$ cat src/rtl/pcsr_pkg.sv
package pcsr_pkg;

  localparam int PC_W_DEF = 24;
  localparam int FLAG_N   = 4;
  localparam int IMSK_N   = 2;
  localparam int MODE_W   = 2;

  typedef enum logic [MODE_W-1:0] {
    MODE_USR = 2'b00,
    MODE_FIQ = 2'b01,
    MODE_IRQ = 2'b10,
    MODE_SVC = 2'b11
  } mode_e;

  function automatic logic is_priv(input logic [MODE_W-1:0] m);
    return (m != MODE_USR);
  endfunction

endpackage

$ cat src/rtl/pcsr_priv_mask.sv
module pcsr_priv_mask
  import pcsr_pkg::*;
#(
  parameter int PC_W = PC_W_DEF,
  localparam int XLEN = PC_W + FLAG_N + IMSK_N + MODE_W
) (
  input  logic [MODE_W-1:0] cur_mode,
  output logic [XLEN-1:0]   st_mask,
  output logic              priv_now
);

  localparam int IMSK_HI = XLEN - FLAG_N - 1;

  function automatic logic [XLEN-1:0] build_mask(input logic priv);
    logic [XLEN-1:0] m;
    m = '0;
    m[XLEN-1 -: FLAG_N] = '1;
    if (priv) begin
      m[IMSK_HI -: IMSK_N] = '1;
      m[MODE_W-1:0]        = '1;
    end
    return m;
  endfunction

  assign priv_now = is_priv(cur_mode);
  assign st_mask  = build_mask(priv_now);

endmodule

$ cat src/rtl/pcsr_next.sv
module pcsr_next
  import pcsr_pkg::*;
#(
  parameter int PC_W = PC_W_DEF,
  localparam int XLEN = PC_W + FLAG_N + IMSK_N + MODE_W
) (
  input  logic [XLEN-1:0]   cur,
  input  logic [XLEN-1:0]   st_mask,
  input  logic              pc_we,
  input  logic [PC_W-1:0]   pc_in,
  input  logic              flg_we,
  input  logic [FLAG_N-1:0] flg_in,
  input  logic              st_we,
  input  logic [XLEN-1:0]   st_src,
  output logic [XLEN-1:0]   nxt
);

  localparam int PC_LO = MODE_W;

  function automatic logic [XLEN-1:0] merge_masked(input logic [XLEN-1:0] old_w,
                                                    input logic [XLEN-1:0] src_w,
                                                    input logic [XLEN-1:0] msk);
    return (old_w & ~msk) | (src_w & msk);
  endfunction

  logic [XLEN-1:0] after_flg;
  logic [XLEN-1:0] after_st;

  always_comb begin
    after_flg = cur;
    if (flg_we) after_flg[XLEN-1 -: FLAG_N] = flg_in;
  end

  assign after_st = st_we ? merge_masked(after_flg, st_src, st_mask) : after_flg;

  always_comb begin
    nxt = after_st;
    if (pc_we) nxt[PC_LO +: PC_W] = pc_in;
  end

endmodule

$ cat src/rtl/pcsr_reg.sv
module pcsr_reg
  import pcsr_pkg::*;
#(
  parameter int PC_W = PC_W_DEF,
  localparam int XLEN = PC_W + FLAG_N + IMSK_N + MODE_W
) (
  input  logic              clk,
  input  logic              rst_n,
  input  logic              pc_we,
  input  logic [PC_W-1:0]   pc_in,
  input  logic              flg_we,
  input  logic [FLAG_N-1:0] flg_in,
  input  logic              st_we,
  input  logic [XLEN-1:0]   st_src,
  output logic [XLEN-1:0]   opa_rd,
  output logic [XLEN-1:0]   opb_rd
);

  localparam int PC_LO   = MODE_W;
  localparam int IMSK_LO = PC_LO + PC_W;

  function automatic logic [XLEN-1:0] reset_word();
    logic [XLEN-1:0] w;
    w = '0;
    w[IMSK_LO +: IMSK_N] = '1;
    w[MODE_W-1:0]        = MODE_SVC;
    return w;
  endfunction

  function automatic logic [XLEN-1:0] pc_view(input logic [XLEN-1:0] w);
    logic [XLEN-1:0] v;
    v = '0;
    v[PC_LO +: PC_W] = w[PC_LO +: PC_W];
    return v;
  endfunction

  logic [XLEN-1:0]   word_q;
  logic [XLEN-1:0]   word_d;
  logic [XLEN-1:0]   st_mask;
  logic              priv_now;
  logic [MODE_W-1:0] cur_mode;

  assign cur_mode = word_q[MODE_W-1:0];

  pcsr_priv_mask #(.PC_W(PC_W)) u_mask (
    .cur_mode (cur_mode),
    .st_mask  (st_mask),
    .priv_now (priv_now)
  );

  pcsr_next #(.PC_W(PC_W)) u_next (
    .cur     (word_q),
    .st_mask (st_mask),
    .pc_we   (pc_we),
    .pc_in   (pc_in),
    .flg_we  (flg_we),
    .flg_in  (flg_in),
    .st_we   (st_we),
    .st_src  (st_src),
    .nxt     (word_d)
  );

  always_ff @(posedge clk or negedge rst_n) begin
    if (!rst_n) word_q <= reset_word();
    else        word_q <= word_d;
  end

  assign opb_rd = word_q;
  assign opa_rd = pc_view(word_q);

endmodule

$ cat config.mk
export PLATFORM = sky130hd
export DESIGN_NAME = pcsr_reg
export DESIGN_NICKNAME = d
export VERILOG_FILES = /design/src/rtl/pcsr_pkg.sv /design/src/rtl/pcsr_priv_mask.sv /design/src/rtl/pcsr_next.sv /design/src/rtl/pcsr_reg.sv
export SDC_FILE = /design/constraint.sdc
export NUM_CORES = 1
export LEC_CHECK = 0
export BUFFER_PORTS_ARGS = -buffer_cell sky130_fd_sc_hd__clkbuf_2
export CAP_MARGIN = 10
export CORE_MARGIN = 4
export CORE_UTILIZATION = 35
export CTS_CLUSTER_SIZE = 14
export DETAILED_ROUTE_END_ITERATION = 12
export PLACE_DENSITY_LB_ADDON = 0.05
export SYNTH_ARGS = -nofsm -noshare
export SYNTH_HDL_FRONTEND = slang
export SYNTH_SLANG_ARGS = --single-unit
$ cat constraint.sdc
create_clock -name clk -period 1.42 [get_ports clk]
set_input_delay 0.071 -clock clk [delete_from_list [all_inputs] [get_ports clk]]
set_output_delay 0.071 -clock clk [all_outputs]
set_load 0.005 [all_outputs]
Word level (Yosys, flattened, before mapping)
Cells that the tools add are included.
{"block": "totals", "regBits": 32, "inputBits": 65, "output_inout_bits": 64, "word_cells": 13}
{"block": "op_classes", "n_mux": 4, "bitwise": 4, "n_reduce_logical": 2}
{"cell": "32-bit AND", "n": 2}
{"cell": "32-bit 2-to-1 mux", "n": 1}
{"cell": "32-bit NOT", "n": 1}
{"cell": "32-bit bitwise OR", "n": 1}
{"cell": "24-bit 2-to-1 mux", "n": 1}
{"cell": "4-bit 2-to-1 mux", "n": 1}
{"cell": "2-bit nonzero test", "n": 2}
{"cell": "2-bit 2-to-1 mux", "n": 1}

Longest topological paths before layout
Gate-level depths: netlist of run 1.
{"block": "logic_depth", "ltp_word": 7, "depth_mapped": 3, "depth_no_buf": 2}

Cells and area by module
Synthesis of run 1 repeated with hierarchy kept, for this count alone.
{"block": "unflattened", "hier_cells": 227, "hier_area_um2": 2249.7}
{"mod": "pcsr_reg", "n_inst": 1, "cells_each": 65, "area_each_um2": 1049.8, "seq_area_each_um2": 805.8}
{"mod": "pcsr_next", "n_inst": 1, "cells_each": 127, "area_each_um2": 945.9, "seq_area_each_um2": 0.0}
{"mod": "pcsr_priv_mask", "n_inst": 1, "cells_each": 35, "area_each_um2": 254.0, "seq_area_each_um2": 0.0}

Worst setup path after synthesis of run 1
Ideal clock, no wire load.
{"block": "synth_timing", "path_kind": "register to register", "from": "register (tool-made name)", "to": "register (tool-made name)", "setup_ps": 82, "arrival_ps": 948, "t_required_ps": 1338, "setup_slack_ps": 390, "path_stages_with_launch": 3, "path_buffers": 0, "period_less_slack_ps": 1030, "path_cell_list": "dfstp_2 -> o21ai_0 -> mux2_2"}

==> results of run 1 <==
## worst paths after layout
check | slack [ps] | start | cells past startpoint | endpoint
setup reg to reg | 350 | register | 2 | register
min in group asynchronous | 270 | rst_n | 2 | opb_rd[13]
hold / removal | 20 | st_src[30] | 3 | opb_rd[30]
setup / recovery | 350 | register | 2 | register
hold reg to reg | 530 | register | 2 | register
max in group asynchronous | 630 | rst_n | 3 | asynchronous set/reset pin
## tightest hold or removal path, cell delays in order
cell	delay, ps
clkbuf_2	80
nand2_1	40
o21ai_0	60
## metrics by stage
| stage | hold WS, ps | power [mW] |
|---|---|---|
| after detailed placement | 30.60 | 1.483 |
| final | 16.73 | 2.107 |
| after global routing | 15.63 | 2.236 |
| after floorplan | -224.6 | 1.351 |
| after global placement | 29.56 | 1.476 |
| after CTS | 8.147 | 2.158 |
## kinds of logic after synthesis
kind of cell           count (synthesis)
AOI/OAI and AO/OA                      9
other                                  1
and+or+nand+nor                        4
buffers and inverters                 39
muxes                                 30
DFF                                   32
## what timing repair did
action,in CTS,in global routing
hold buffers,3,0
hold endpoints to repair,17,0
setup buffers,0,0
## power groups by stage
stage                     combinational [mW]  clock, mW  sequential, mW
after global routing                   0.456      0.714            1.07
final                                  0.411      0.643            1.05
after floorplan                        0.282          0            1.07
after global placement                 0.411          0            1.07
after CTS                              0.422      0.681            1.06
after detailed placement               0.414          0            1.07
## per-layer routing
layer	track usage	up-vias	share of wire
li1	-	495	-
met1	0.1347	461	0.37
met5	0	-	0
met2	0.1898	54	0.51
met3	0.04749	6	0.11
met4	0.04660	0	0.015
## synthesized netlist by cell type, drive strengths merged
cell type | instances | share of area
a21oi | 4 | 0.013
buf | 36 | 0.19
clkbuf | 1 | 0.0032
conb | 1 | 0.0024
dfrtp | 28 | 0.44
dfstp | 4 | 0.066
inv | 2 | 0.0047
mux2 | 26 | 0.23
mux2i | 4 | 0.025
nand2 | 4 | 0.0095
o21ai | 5 | 0.016
## placed cells by master (no fill, tap or decap)
cell type / instances
mux2i_1: 4
clkbuf_8: 5
buf_12: 2
o21ai_0: 5
nand2_1: 4
inv_1: 2
dfrtp_1: 28
mux2_2: 6
a21oi_1: 4
dlygate4sd3_1: 3
mux2_4: 20
conb_1: 8
dfstp_2: 4
clkbuf_2: 96
clkbuf_1: 3
## area by class of cell
cell class | count | area (um2)
fill | 412 | 2377
sequential | 32 | 805.8
timing repair buffer | 101 | 550.5
multi-input combinational | 51 | 498.0
clock buffer | 8 | 80.08
tap | 52 | 65.06
inverter | 2 | 7.507
==> results.sh, run 1 <==
export IMPL_die_w_um=75.33
export IMPL_p_comb_frac=0.195
export IMPL_intPower_mw=1.592
export IMPL_max_stage_delay_ps=380
export IMPL_grt_pass1_vias=1015
export IMPL_synth_xor_area_frac=0
export IMPL_syn_area_um2=1587
export IMPL_track_usage=0.1158
export IMPL_fin_util=0.4578
export IMPL_syn_inst=115
export IMPL_overflow=0
export IMPL_muxShareOfSynthArea=0.2571
export IMPL_num_rows=24
export IMPL_finalSetupViolations=0
export IMPL_netSwitchingPower_mw=0.5156
export IMPL_ys_warn_count=0
export IMPL_fmax_ghz=0.9339
export IMPL_arrival_ps=1270
export IMPL_crit_slowest_cell="dfstp_2"
export IMPL_syn_avg_cell_area_um2=13.80
export IMPL_core_area_um2=4384
export IMPL_swShare=0.2447
export IMPL_synth_top_family_by_area="multiplexers"
export IMPL_dp_hpwl_mm=2.622
export IMPL_p_leak_nw=1.114
export IMPL_insertion_delay_ps=270
export IMPL_floorplan_initialDensity=0.3619
export IMPL_worst_slack_ps=349.3
export IMPL_cts_made_buffers=5
export IMPL_stdcell_count=246
export IMPL_clockRootBuffer="clkbuf_8"
export IMPL_antenna_found_initial=0
export IMPL_drtIter0Drc=17
export IMPL_skew_ps=0.3894
export IMPL_synth_fa_ha_area_frac=0
export IMPL_die_h_um=75.33
export IMPL_vias=1016
export IMPL_diodes=0
export IMPL_cp_num_buf_inv=0
export IMPL_min_path_type="input pin to register"
export IMPL_dr_pass1_iters=4
export IMPL_synth_simple_gate_area_share=0.009464
export IMPL_viasPerCell=4.130
export IMPL_wirelength_mm=3.265
export IMPL_slew_violations=0
export IMPL_period_minus_slack_ps=1071
export IMPL_cts_tree="done"
export IMPL_portBuffers=96
export IMPL_seq_area_frac_synth=0.5079
export IMPL_layout_drive_gt1_share=0.6856
export IMPL_p_seq_frac=0.500
export IMPL_cts_sinks=32
export IMPL_pin_count=129
export IMPL_drtAntennaViolNets=0
export IMPL_rsz0062_at_grt="false"
export IMPL_pre_cts_slack_ps=346.3
export IMPL_placed_area_um2=1897
export IMPL_grt_start_max_net_pins=25
export IMPL_cts_resized_gates=0
export IMPL_hold_viol_final=0
export IMPL_grt_pass1_wl_mm=4.836
export IMPL_critPathKind="register to register"
export IMPL_p_clk_frac=0.305
export IMPL_required_ps=1620
export IMPL_clk_pin_slew_worst_paths_ps=60
export IMPL_wl_per_cell_um=13.27
export IMPL_ys_ff_latch=32
export IMPL_dp_cells=235
export IMPL_drc_errors=0
export IMPL_synth_cell_type_count=15
export IMPL_clock_path_buffers=2
export IMPL_cts_max_level=2
export IMPL_fin_area_um2=2007
export IMPL_gp_congestion=0.7264
export IMPL_endpoint_kind="register"
export IMPL_period_share=0.7540
export IMPL_die_area_um2=5674
export IMPL_synth_compound_area_frac=0.02839
export IMPL_vdd_drop_max_v=0.0005557
export IMPL_powerDensity_nw_per_um2=1050
export IMPL_cp_cell_sequence="o21ai_0 > mux2_2"
export IMPL_startpoint_type="register"
export IMPL_crit_family="flip-flops"
export IMPL_crit_fanout=4
export IMPL_max_cap_viol_count=0
export IMPL_setup_total_negative_slack_ps=0
export IMPL_status="complete, no violations"
export IMPL_final_nets=258
export IMPL_syn2layout_area_growth_pct=26.50
Note: power is estimated with default switching activity, not from simulation.
==> run 2, diff against run 1 <==
Settings changed: ABC_AREA set to 1.
Clock period 1.42 ns to 1 ns, I/O delays scaled along.
==> run 2 against run 1 <==
Worst setup slack worse by 350 ps. Die area shrank 2.6%. Power increased by 41%. Critical path depth decreased by 1. Combinational power rose by 39%. Non-clock buffer count increased by 31. Via count is 35% higher. Sequential power rose by 40%. Core utilization rose by 9.6 points. Wire length rose by 14%. Largest cell class is now non-clock buffers.
==> results.sh, run 2 <==
export IMPL_p_leak_nw=1.285
export IMPL_wl_met1_mm=1.475
export IMPL_gp_congestion=0.6921
export IMPL_final_cell_mix="95 x clkbuf_2, 40 x nand2_1, 33 x dlygate4sd3_1"
export IMPL_crit_slowest_cell="dfstp_2"
export IMPL_antenna_found_initial=0
export IMPL_floorplan_initialDensity=0.3743
export IMPL_netlist_top_cells_count="41 x nand2_1, 34 x buf_4, 28 x dfrtp_1"
export IMPL_synth_edf_count=0
export IMPL_vias=1373
export IMPL_wl_per_cell_um=11.09
export IMPL_worst_slack_ps=0.01799
export IMPL_syn_avg_cell_area_um2=8.702
export IMPL_skew_ps=0.3932
export IMPL_routed_wl_met2_mm=1.970
export IMPL_clock_path_buffers=2
export IMPL_layout_drive_gt1_share=0.3846
export IMPL_finalSetupViolations=0
export IMPL_crit_family="flip-flops"
export IMPL_grt_pass1_vias=1390
export IMPL_drc_errors=0
export IMPL_top_layer_used="met4"
export IMPL_endpoint_kind="output port"
export IMPL_period_share=1.000
export IMPL_fin_util=0.5537
export IMPL_stdcell_count=336
export IMPL_synth_most_common_cell="nand2_1"
export IMPL_critPathKind="register to output port"
export IMPL_cts_max_level=2
export IMPL_post_cts_buffers=0
export IMPL_diodes=0
export IMPL_synth_top_cell_area_share=0.4549
export IMPL_syn_inst=177
export IMPL_setup_total_negative_slack_ps=0
export IMPL_holdWs_ps=29.13
export IMPL_die_h_um=74.34
export IMPL_hold_viol_final=0
export IMPL_slew_violations=0
export IMPL_overflow=0
export IMPL_final_nets=350
export IMPL_fmax_ghz=1.000
export IMPL_viasPerCell=4.086
export IMPL_regArea_um2=805.8
export IMPL_cp_cell_sequence="buf_6"
export IMPL_hp_start="flg_in[2]"
export IMPL_wirelength_mm=3.727
export IMPL_cts_sinks=32
export IMPL_clockRootBuffer="clkbuf_8"
export IMPL_seq_area_frac_synth=0.5232
export IMPL_cts_tree="done"
export IMPL_num_rows=23
export IMPL_core_area_um2=4115
export IMPL_insertion_delay_ps=270
export IMPL_rr_worst_depth=4
export IMPL_syn2layout_area_growth_pct=47.93
export IMPL_fillers=409
export IMPL_multiInputGateArea_um2=375.4
export IMPL_met3_length_um=258
export IMPL_synth_cell_type_count=12
export IMPL_ys_warn_count=0
export IMPL_status="complete, no violations"
export IMPL_cts_made_buffers=5
export IMPL_die_w_um=74.34
export IMPL_hold_end="opb_rd[30]"
export IMPL_powerDensity_nw_per_um2=1300
export IMPL_crit_fanout=4
export IMPL_dp_cells=295
export IMPL_cp_num_buf_inv=1
export IMPL_power_total_mw=2.962
export IMPL_r2r_slack_ps=80
export IMPL_arrival_ps=950
export IMPL_async_reset_ff_frac=1.000
export IMPL_pin_count=129
export IMPL_max_stage_delay_ps=570
export IMPL_die_area_um2=5526
export IMPL_dp_hpwl_mm=2.539
export IMPL_drtIter0Drc=54
export IMPL_ys_ff_latch=32
export IMPL_synthTopCellsByArea="dfrtp_1 45%, buf_4 17%, nand2_1 10%"
export IMPL_fin_area_um2=2278
export IMPL_min_path_type="input pin to register"
export IMPL_whs_path_depth=3
export IMPL_max_cap_viol_count=0
export IMPL_dr_pass1_iters=4
export IMPL_synth_top_cell_by_area="dfrtp_1"
export IMPL_clk_pin_slew_worst_paths_ps=60
export IMPL_track_usage=0.1447
export IMPL_grt_start_max_net_pins=27
export IMPL_required_ps=950
export IMPL_drtAntennaViolNets=0
export IMPL_synth_flop_cell="dfrtp_1"
export IMPL_placed_area_um2=1858
export IMPL_portBuffers=96
export IMPL_startpoint_type="register"
export IMPL_layout_commonest_cell="clkbuf_2"
export IMPL_grt_pass1_wl_mm=6.092
export IMPL_period_minus_slack_ps=1000
export IMPL_rsz0062_at_grt="true"
export IMPL_syn_area_um2=1540
export IMPL_vdd_drop_max_v=0.0007562
export IMPL_pre_cts_slack_ps=101.5
## run 2: cell count changes in the layout (fill, tap and decap cells not counted), moves of 2 or more
| cell | change |
|---|---|
| nand2_1 | +36 |
| buf_4 | +2 |
| o21ai_0 | +19 |
| nand3_1 | +12 |
| mux2i_1 | -4 |
| mux2_2 | -6 |
| a21oi_1 | -4 |
| mux2_4 | -20 |
| dlygate4sd3_1 | +30 |
| inv_1 | +25 |
## run 2: final cells by class
cell class / count / share of cell area
timing repair buffer: 132 / 0.3740
sequential: 32 / 0.3537
multi-input combinational: 87 / 0.1647
inverter: 27 / 0.04448
clock buffer: 7 / 0.03350
tap: 50 / 0.02746
clock inverter: 1 / 0.002197
## run 2: per-layer routing
| metal | vias up | global-route usage |
|---|---|---|
| li1 | 714 | - |
| met1 | 600 | 0.1616 |
| met2 | 57 | 0.2667 |
| met3 | 2 | 0.04189 |
| met4 | 0 | 0.04150 |
| met5 | - | 0 |
## run 2: power breakdown
| group | total (mW) | internal, mW | leakage (nW) | switching (mW) |
|---|---|---|---|---|
| logic | 0.572 | 0.319 | 0.862 | 0.253 |
| clock network | 0.917 | 0.487 | 0.0422 | 0.429 |
| registers | 1.47 | 1.40 | 0.381 | 0.0745 |
## run 2: logic make-up after synthesis
family / share of synthesized area
buffers and inverters: 0.2518
flip-flops: 0.5232
AND/OR/NAND/NOR: 0.1413
other: 0.002435
AO/OA/AOI/OAI: 0.08123
## run 2: worst max path at each step
stage / slack [ps] / endpoint / from / cells after the start
2_1_floorplan: 150 / register / register / 4
3_3_place_gp: 100 / register / register / 3
3_5_place_dp: 100 / register / register / 3
4_1_cts: -6 / opb_rd[0] / register / 1
5_1_grt: -50 / opb_rd[1] / register / 1
6_report: 0.02 / opb_rd[1] / register / 1
## run 2: what timing repair did
action                                 CTS  global route
hold buffers                            33             0
setup endpoints to repair                2             5
resized for setup                        0             3
endpoints found under the hold margin   64             0
